## src/rtl/scfg_pkg.sv

```systemverilog
package scfg_pkg;
  localparam int SCFG_ADDR_W   = 8;
  localparam int SCFG_DATA_W   = 16;
  localparam int SCFG_NUM_REGS = 16;
  // positions of the synchronized inputs in the synchronizer vector
  localparam int PIN_CS   = 0;
  localparam int PIN_SCLK = 1;
  localparam int PIN_SDAT = 2;
  localparam int PIN_PD   = 3;
  localparam int PIN_CNT  = 4;
endpackage

```

## src/rtl/scfg_sync.sv

```systemverilog
module scfg_sync #(
  parameter int WIDTH  = 4,
  parameter int STAGES = 2,
  parameter logic [WIDTH-1:0] RST_VAL = '0
) (
  input  logic             clk,
  input  logic             rst,
  input  logic [WIDTH-1:0] d,
  output logic [WIDTH-1:0] q
);
  logic [WIDTH-1:0] stg [STAGES];

  always_ff @(posedge clk) begin
    if (rst) stg[0] <= RST_VAL;
    else     stg[0] <= d;
  end

  for (genvar k = 1; k < STAGES; k++) begin : g_stage
    always_ff @(posedge clk) begin
      if (rst) stg[k] <= RST_VAL;
      else     stg[k] <= stg[k-1];
    end
  end

  assign q = stg[STAGES-1];
endmodule

```

## src/rtl/scfg_shift.sv

```systemverilog
module scfg_shift #(
  parameter int ADDR_W = 8,
  parameter int DATA_W = 16,
  localparam int FRAME_W = ADDR_W + DATA_W,
  localparam int CNT_W   = $clog2(FRAME_W)
) (
  input  logic              clk,
  input  logic              rst,
  input  logic              cs_s,
  input  logic              sclk_s,
  input  logic              sdata_s,
  output logic              wr_stb,
  output logic [ADDR_W-1:0] wr_addr,
  output logic [DATA_W-1:0] wr_data,
  output logic [CNT_W-1:0]  bit_cnt
);
  logic               sclk_d;
  logic [FRAME_W-2:0] sh;
  logic               rise;

  assign rise = sclk_s & ~sclk_d & ~cs_s;

  always_ff @(posedge clk) begin
    if (rst) begin
      sclk_d  <= 1'b0;
      sh      <= '0;
      bit_cnt <= '0;
      wr_stb  <= 1'b0;
      wr_addr <= '0;
      wr_data <= '0;
    end else begin
      sclk_d <= sclk_s;
      wr_stb <= 1'b0;
      if (cs_s) begin
        bit_cnt <= '0;
        sh      <= '0;
      end else if (rise) begin
        if (bit_cnt == CNT_W'(FRAME_W - 1)) begin
          bit_cnt            <= '0;
          {wr_addr, wr_data} <= {sh, sdata_s};
          wr_stb             <= 1'b1;
        end else begin
          bit_cnt <= bit_cnt + 1'b1;
          sh      <= {sh[FRAME_W-3:0], sdata_s};
        end
      end
    end
  end
endmodule

```

## src/rtl/scfg_regbank.sv

```systemverilog
module scfg_regbank #(
  parameter int ADDR_W   = 8,
  parameter int DATA_W   = 16,
  parameter int NUM_REGS = 16,
  parameter int RST_ADDR = 0,
  parameter int RST_BIT  = 0,
  parameter int PD_ADDR  = 15,
  parameter int PD_BIT   = 9,
  localparam int IDX_W   = $clog2(NUM_REGS)
) (
  input  logic                       clk,
  input  logic                       rst,
  input  logic                       wr_stb,
  input  logic [ADDR_W-1:0]          wr_addr,
  input  logic [DATA_W-1:0]          wr_data,
  input  logic                       pd_ext,
  output logic [NUM_REGS*DATA_W-1:0] cfg_regs,
  output logic                       pd_init_done
);
  logic [DATA_W-1:0] regs [NUM_REGS];
  logic              mapped;
  logic [IDX_W-1:0]  idx;
  logic              pd_lvl;
  logic              pd_prev;

  assign mapped = int'(wr_addr) < NUM_REGS;
  assign idx    = wr_addr[IDX_W-1:0];
  assign pd_lvl = regs[PD_ADDR][PD_BIT] | pd_ext;

  always_ff @(posedge clk) begin
    if (rst) begin
      for (int i = 0; i < NUM_REGS; i++) regs[i] <= '0;
      pd_prev      <= 1'b0;
      pd_init_done <= 1'b0;
    end else begin
      pd_prev <= pd_lvl;
      if (pd_prev && !pd_lvl) pd_init_done <= 1'b1;
      if (wr_stb && mapped) begin
        if (int'(idx) == RST_ADDR && wr_data[RST_BIT]) begin
          for (int i = 0; i < NUM_REGS; i++) regs[i] <= '0;
        end else begin
          regs[idx] <= wr_data;
        end
      end
    end
  end

  for (genvar n = 0; n < NUM_REGS; n++) begin : g_flat
    assign cfg_regs[n*DATA_W +: DATA_W] = regs[n];
  end
endmodule

```

## src/rtl/scfg_port.sv

```systemverilog
module scfg_port
  import scfg_pkg::*;
#(
  parameter int ADDR_W      = SCFG_ADDR_W,
  parameter int DATA_W      = SCFG_DATA_W,
  parameter int NUM_REGS    = SCFG_NUM_REGS,
  parameter int RST_ADDR    = 0,
  parameter int RST_BIT     = 0,
  parameter int PD_ADDR     = 15,
  parameter int PD_BIT      = 9,
  parameter int SYNC_STAGES = 2,
  localparam int FRAME_W    = ADDR_W + DATA_W,
  localparam int CNT_W      = $clog2(FRAME_W)
) (
  input  logic                       clk,
  input  logic                       rst,
  input  logic                       cs_n,
  input  logic                       sclk,
  input  logic                       sdata,
  input  logic                       pd_in,
  output logic [NUM_REGS*DATA_W-1:0] cfg_regs,
  output logic                       pd_init_done
);
  logic [PIN_CNT-1:0] pins_raw, pins_s;
  logic               cs_s;
  logic               wr_stb;
  logic [ADDR_W-1:0]  wr_addr;
  logic [DATA_W-1:0]  wr_data;
  logic [CNT_W-1:0]   bit_cnt;

  always_comb begin
    pins_raw           = '0;
    pins_raw[PIN_CS]   = cs_n;
    pins_raw[PIN_SCLK] = sclk;
    pins_raw[PIN_SDAT] = sdata;
    pins_raw[PIN_PD]   = pd_in;
  end

  scfg_sync #(
    .WIDTH  (PIN_CNT),
    .STAGES (SYNC_STAGES),
    .RST_VAL(PIN_CNT'(1) << PIN_CS)
  ) u_sync (
    .clk(clk), .rst(rst), .d(pins_raw), .q(pins_s)
  );

  assign cs_s = pins_s[PIN_CS];

  scfg_shift #(.ADDR_W(ADDR_W), .DATA_W(DATA_W)) u_shift (
    .clk    (clk),
    .rst    (rst),
    .cs_s   (cs_s),
    .sclk_s (pins_s[PIN_SCLK]),
    .sdata_s(pins_s[PIN_SDAT]),
    .wr_stb (wr_stb),
    .wr_addr(wr_addr),
    .wr_data(wr_data),
    .bit_cnt(bit_cnt)
  );

  scfg_regbank #(
    .ADDR_W(ADDR_W), .DATA_W(DATA_W), .NUM_REGS(NUM_REGS),
    .RST_ADDR(RST_ADDR), .RST_BIT(RST_BIT),
    .PD_ADDR(PD_ADDR), .PD_BIT(PD_BIT)
  ) u_bank (
    .clk         (clk),
    .rst         (rst),
    .wr_stb      (wr_stb),
    .wr_addr     (wr_addr),
    .wr_data     (wr_data),
    .pd_ext      (pins_s[PIN_PD]),
    .cfg_regs    (cfg_regs),
    .pd_init_done(pd_init_done)
  );
endmodule

```

## config.mk

```make
export PLATFORM = sky130hd
export DESIGN_NAME = scfg_port
export DESIGN_NICKNAME = d
export VERILOG_FILES = /design/src/rtl/scfg_pkg.sv /design/src/rtl/scfg_sync.sv /design/src/rtl/scfg_shift.sv /design/src/rtl/scfg_regbank.sv /design/src/rtl/scfg_port.sv
export SDC_FILE = /design/constraint.sdc
export NUM_CORES = 1
export LEC_CHECK = 0
export BUFFER_PORTS_ARGS = -buffer_cell sky130_fd_sc_hd__buf_2
export CAP_MARGIN = 5
export CORE_MARGIN = 5
export CORE_UTILIZATION = 55
export CTS_CLUSTER_DIAMETER = 30
export DETAILED_ROUTE_END_ITERATION = 6
export PLACE_DENSITY_LB_ADDON = 0.2
export SKIP_CTS_REPAIR_TIMING = 1
export SYNTH_ARGS = -nofsm -noshare
export SYNTH_HDL_FRONTEND = slang
export SYNTH_SLANG_ARGS = --single-unit
```

## constraint.sdc

```tcl
create_clock -name clk -period 5.5 [get_ports clk]
set_clock_uncertainty 0.2 [all_clocks]
set_input_delay 1.1 -clock clk [delete_from_list [all_inputs] [get_ports clk]]
set_output_delay 1.1 -clock clk [all_outputs]
set_load 0.1 [all_outputs]
```

==> impl_results.md <==
* Status: completed
* CTS tree: yes
* Number of cell rows at 53
* Synthesized area per cell at 12.5 um^2
* Hold_sp: u_sync.stg[0][0]
* Layout overhead on the synthesized area at 26.6%
* H-Tree Depth at 2
* Multi-input gate area at 2650 um^2
* Most common cell after layout, fill and taps aside: buf_2
* GRT Total Usage at 25.6%
* Worst Reg-to-Reg Cells at 3
* Final Instance Count excl. Fillers at 1523
* Period utilization at 57.3%
* Clock Latency Late Sink at 0.53 ns
* CTS root buffer: clkbuf_16
* Chip Height at 156 um
* CTS Buf Count at between 40 and 50
* Dpl hpwl at just over 20 mm
* Fin nets at 1217
* CP Data Required Time at 5.44 ns
* Worst-path maximum fanout at 42
* Top FF cell, synth: edfxtp_1
* Synth Net Count at 948
* CP arrival at 3.09 ns
* DP Cell Count at 1435
* Setup CP Type: in -> reg
* FF-to-FF setup slack at 2.48 ns
* Sequential area share after synthesis at 76.0%
* Initial Utilization at between 50% and 60%
* Yosys cell types at 37
* Crit path launch type: input port
* First DRT Iteration DRCs at 785
* Die Span X at around 160 um
* Max-slew violation count at 0
* Core Region at 21100 um^2
* Worst hold stages at 1
* Io pins at between 200 and 300
* Post-synth EDFFs at between 200 and 300
* Most frequent cells in the layout: buf_2 (262), edfxtp_1 (256), nor2_1 (247)
* Reg2Reg Launch Point: u_shift.wr_addr[7]
* Post-synthesis cell count at 941
* Slew headroom at 18.7%
* HP Class: reg -> reg
* ANT cells at 0
* Cell area after synthesis at 11800 um^2
* Hold Violations, Final at 0
* Slew @ Worst Pin at approximately 1.2 ns
* DRC viols at 0
* Setup tns final at 0 ns
* Largest net degree at the start of global routing at 65
* Pre-Repair DR Iteration Count at 5
* Detailed-route via count at about 8400
* Routed len/inst at 21.0 um
* Reg area at 8970 um^2
* Worst vdd ir at 0.000295 V
* Total Die Area at 24500 um^2
* Reg2reg end: u_bank.regs[11][5]
* Vias per inst at 5.54
* Lkg Pwr at 5.37 nW
* Max-cap viol count at 0
* Setup Viol. Count Final at 0
* Yosys reg bits at 320
* Filler cells at 1488
* Post-synthesis async set-or-reset flop share at 0%
* DRT Wirelength at 31.9 mm
* # clock sinks at 320
* RSZ-0062 raised after global routing: no
* Vias in the first global route at roughly 8000
* Gr ovfl total at 0
* Clock-pin slew on the worst setup and hold paths at 0.05 ns
* GP Congestion at 0.795
* Share of post-route cells with drive strength above 1 at 30.1%
* Worst Hold Path EP: u_sync.stg[1][0]
* Clock Path Buffers at 3
* Minimum clock period at 3.15 ns
* Number of port buffers at 262
* Fmax at around 320 MHz
* Hold slack at 0.202 ns
* Final worst slack at around 2.4 ns
* P per Cell Area at 406 nW/um^2
* Initial antenna violation count at 0
* CP Capture Type: register
* First-pass GRT wire length at 47.3 mm
* Antenna Violating Nets Remaining at 0
* Synth Warn # at 0
* Pre-CTS WS at about 1.8 ns
==> worst max path at each step <==
stage                                   from                  to  slack (ns)  cells past startpoint
final                                    rst  u_bank.regs[11][5]        2.35                      3
after global routing                     rst   u_bank.regs[6][4]        2.19                      4
after CTS                                rst  u_bank.regs[11][9]        2.37                      3
after detailed placement                 rst   u_bank.regs[3][4]        1.81                      4
after global placement                   rst  u_bank.regs[11][7]        1.87                      3
after floorplan           u_shift.wr_addr[7]   u_bank.regs[8][0]        2.56                      3
==> cells in the mapped netlist, drive strengths merged (2+ instances only) <==
master	count	area, um^2
edfxtp	256	7690
nor2	248	933
nand2	132	495
dfxtp	64	1280
clkbuf	42	158
a21oi	40	200
o21ai	29	145
nand3	28	140
nor2b	25	156
mux2i	23	230
buf	18	91.3
nand4	8	62.6
nor3	3	15.0
a21boi	2	15.0
and2	2	12.5
nor3b	2	15.0
o31ai	2	15.0
or2	2	12.5
==> sequential cells by signal (all words and copies together) (netlist names) <==
name                 count
u_bank.regs            256
u_shift.sh              23
u_shift.wr_data         16
u_shift.wr_addr          8
u_sync.stg               8
u_shift.bit_cnt          5
u_bank.pd_init_done      1
u_bank.pd_prev           1
u_shift.sclk_d           1
u_shift.wr_stb           1
==> power breakdown <==
group | internal (mW) | switching, mW
combinational | 0.0476 | 0.497
sequential | 2.67 | 0.0229
clock | 1.75 | 1.07
==> worst max-delay path, cell delays in order <==
cell and delay [ns]:
buf_2 0.59, a21oi_1 0.44, a21oi_2 0.93
==> metal layers <==
metal | track usage (%) | vias to the layer above | share of wire (%)
met5 | 0 | - | 0
met4 | 7.60 | 0 | 2.5
met3 | 4.67 | 56 | 8.9
met2 | 44.6 | 453 | 52
met1 | 33.0 | 4126 | 37
li1 | - | 3807 | -
==> area by class of cell <==
class | count | share of cell area (%)
repair buffers | 279 | 9.63
clock inverters | 29 | 1.51
multi-input cells | 560 | 17.8
well taps | 275 | 2.30
clock buffers | 59 | 8.74
flip-flops and latches | 320 | 60.0
inverters | 1 | 0.0251
==> metrics by stage <==
stage	utilization, %	instance area [um^2]	total power, mW
2_1_floorplan	-	11800	3.19
3_3_place_gp	63.6	13400	3.28
3_5_place_dp	63.6	13400	3.29
4_1_cts	70.8	14900	6.08
5_1_grt	70.8	14900	6.21
6_report	70.8	14900	6.06
==> cells by family after synthesis <==
kind of cell,Yosys count,share of synthesized area (%)
flops,320,76.0
mux,23,1.95
compound gates,77,3.44
simple gates,458,16.3
buf+inv,61,2.14
fa+ha+maj,1,0.106
other cells,1,0.0318
Note: power is estimated with default switching activity, not from simulation.
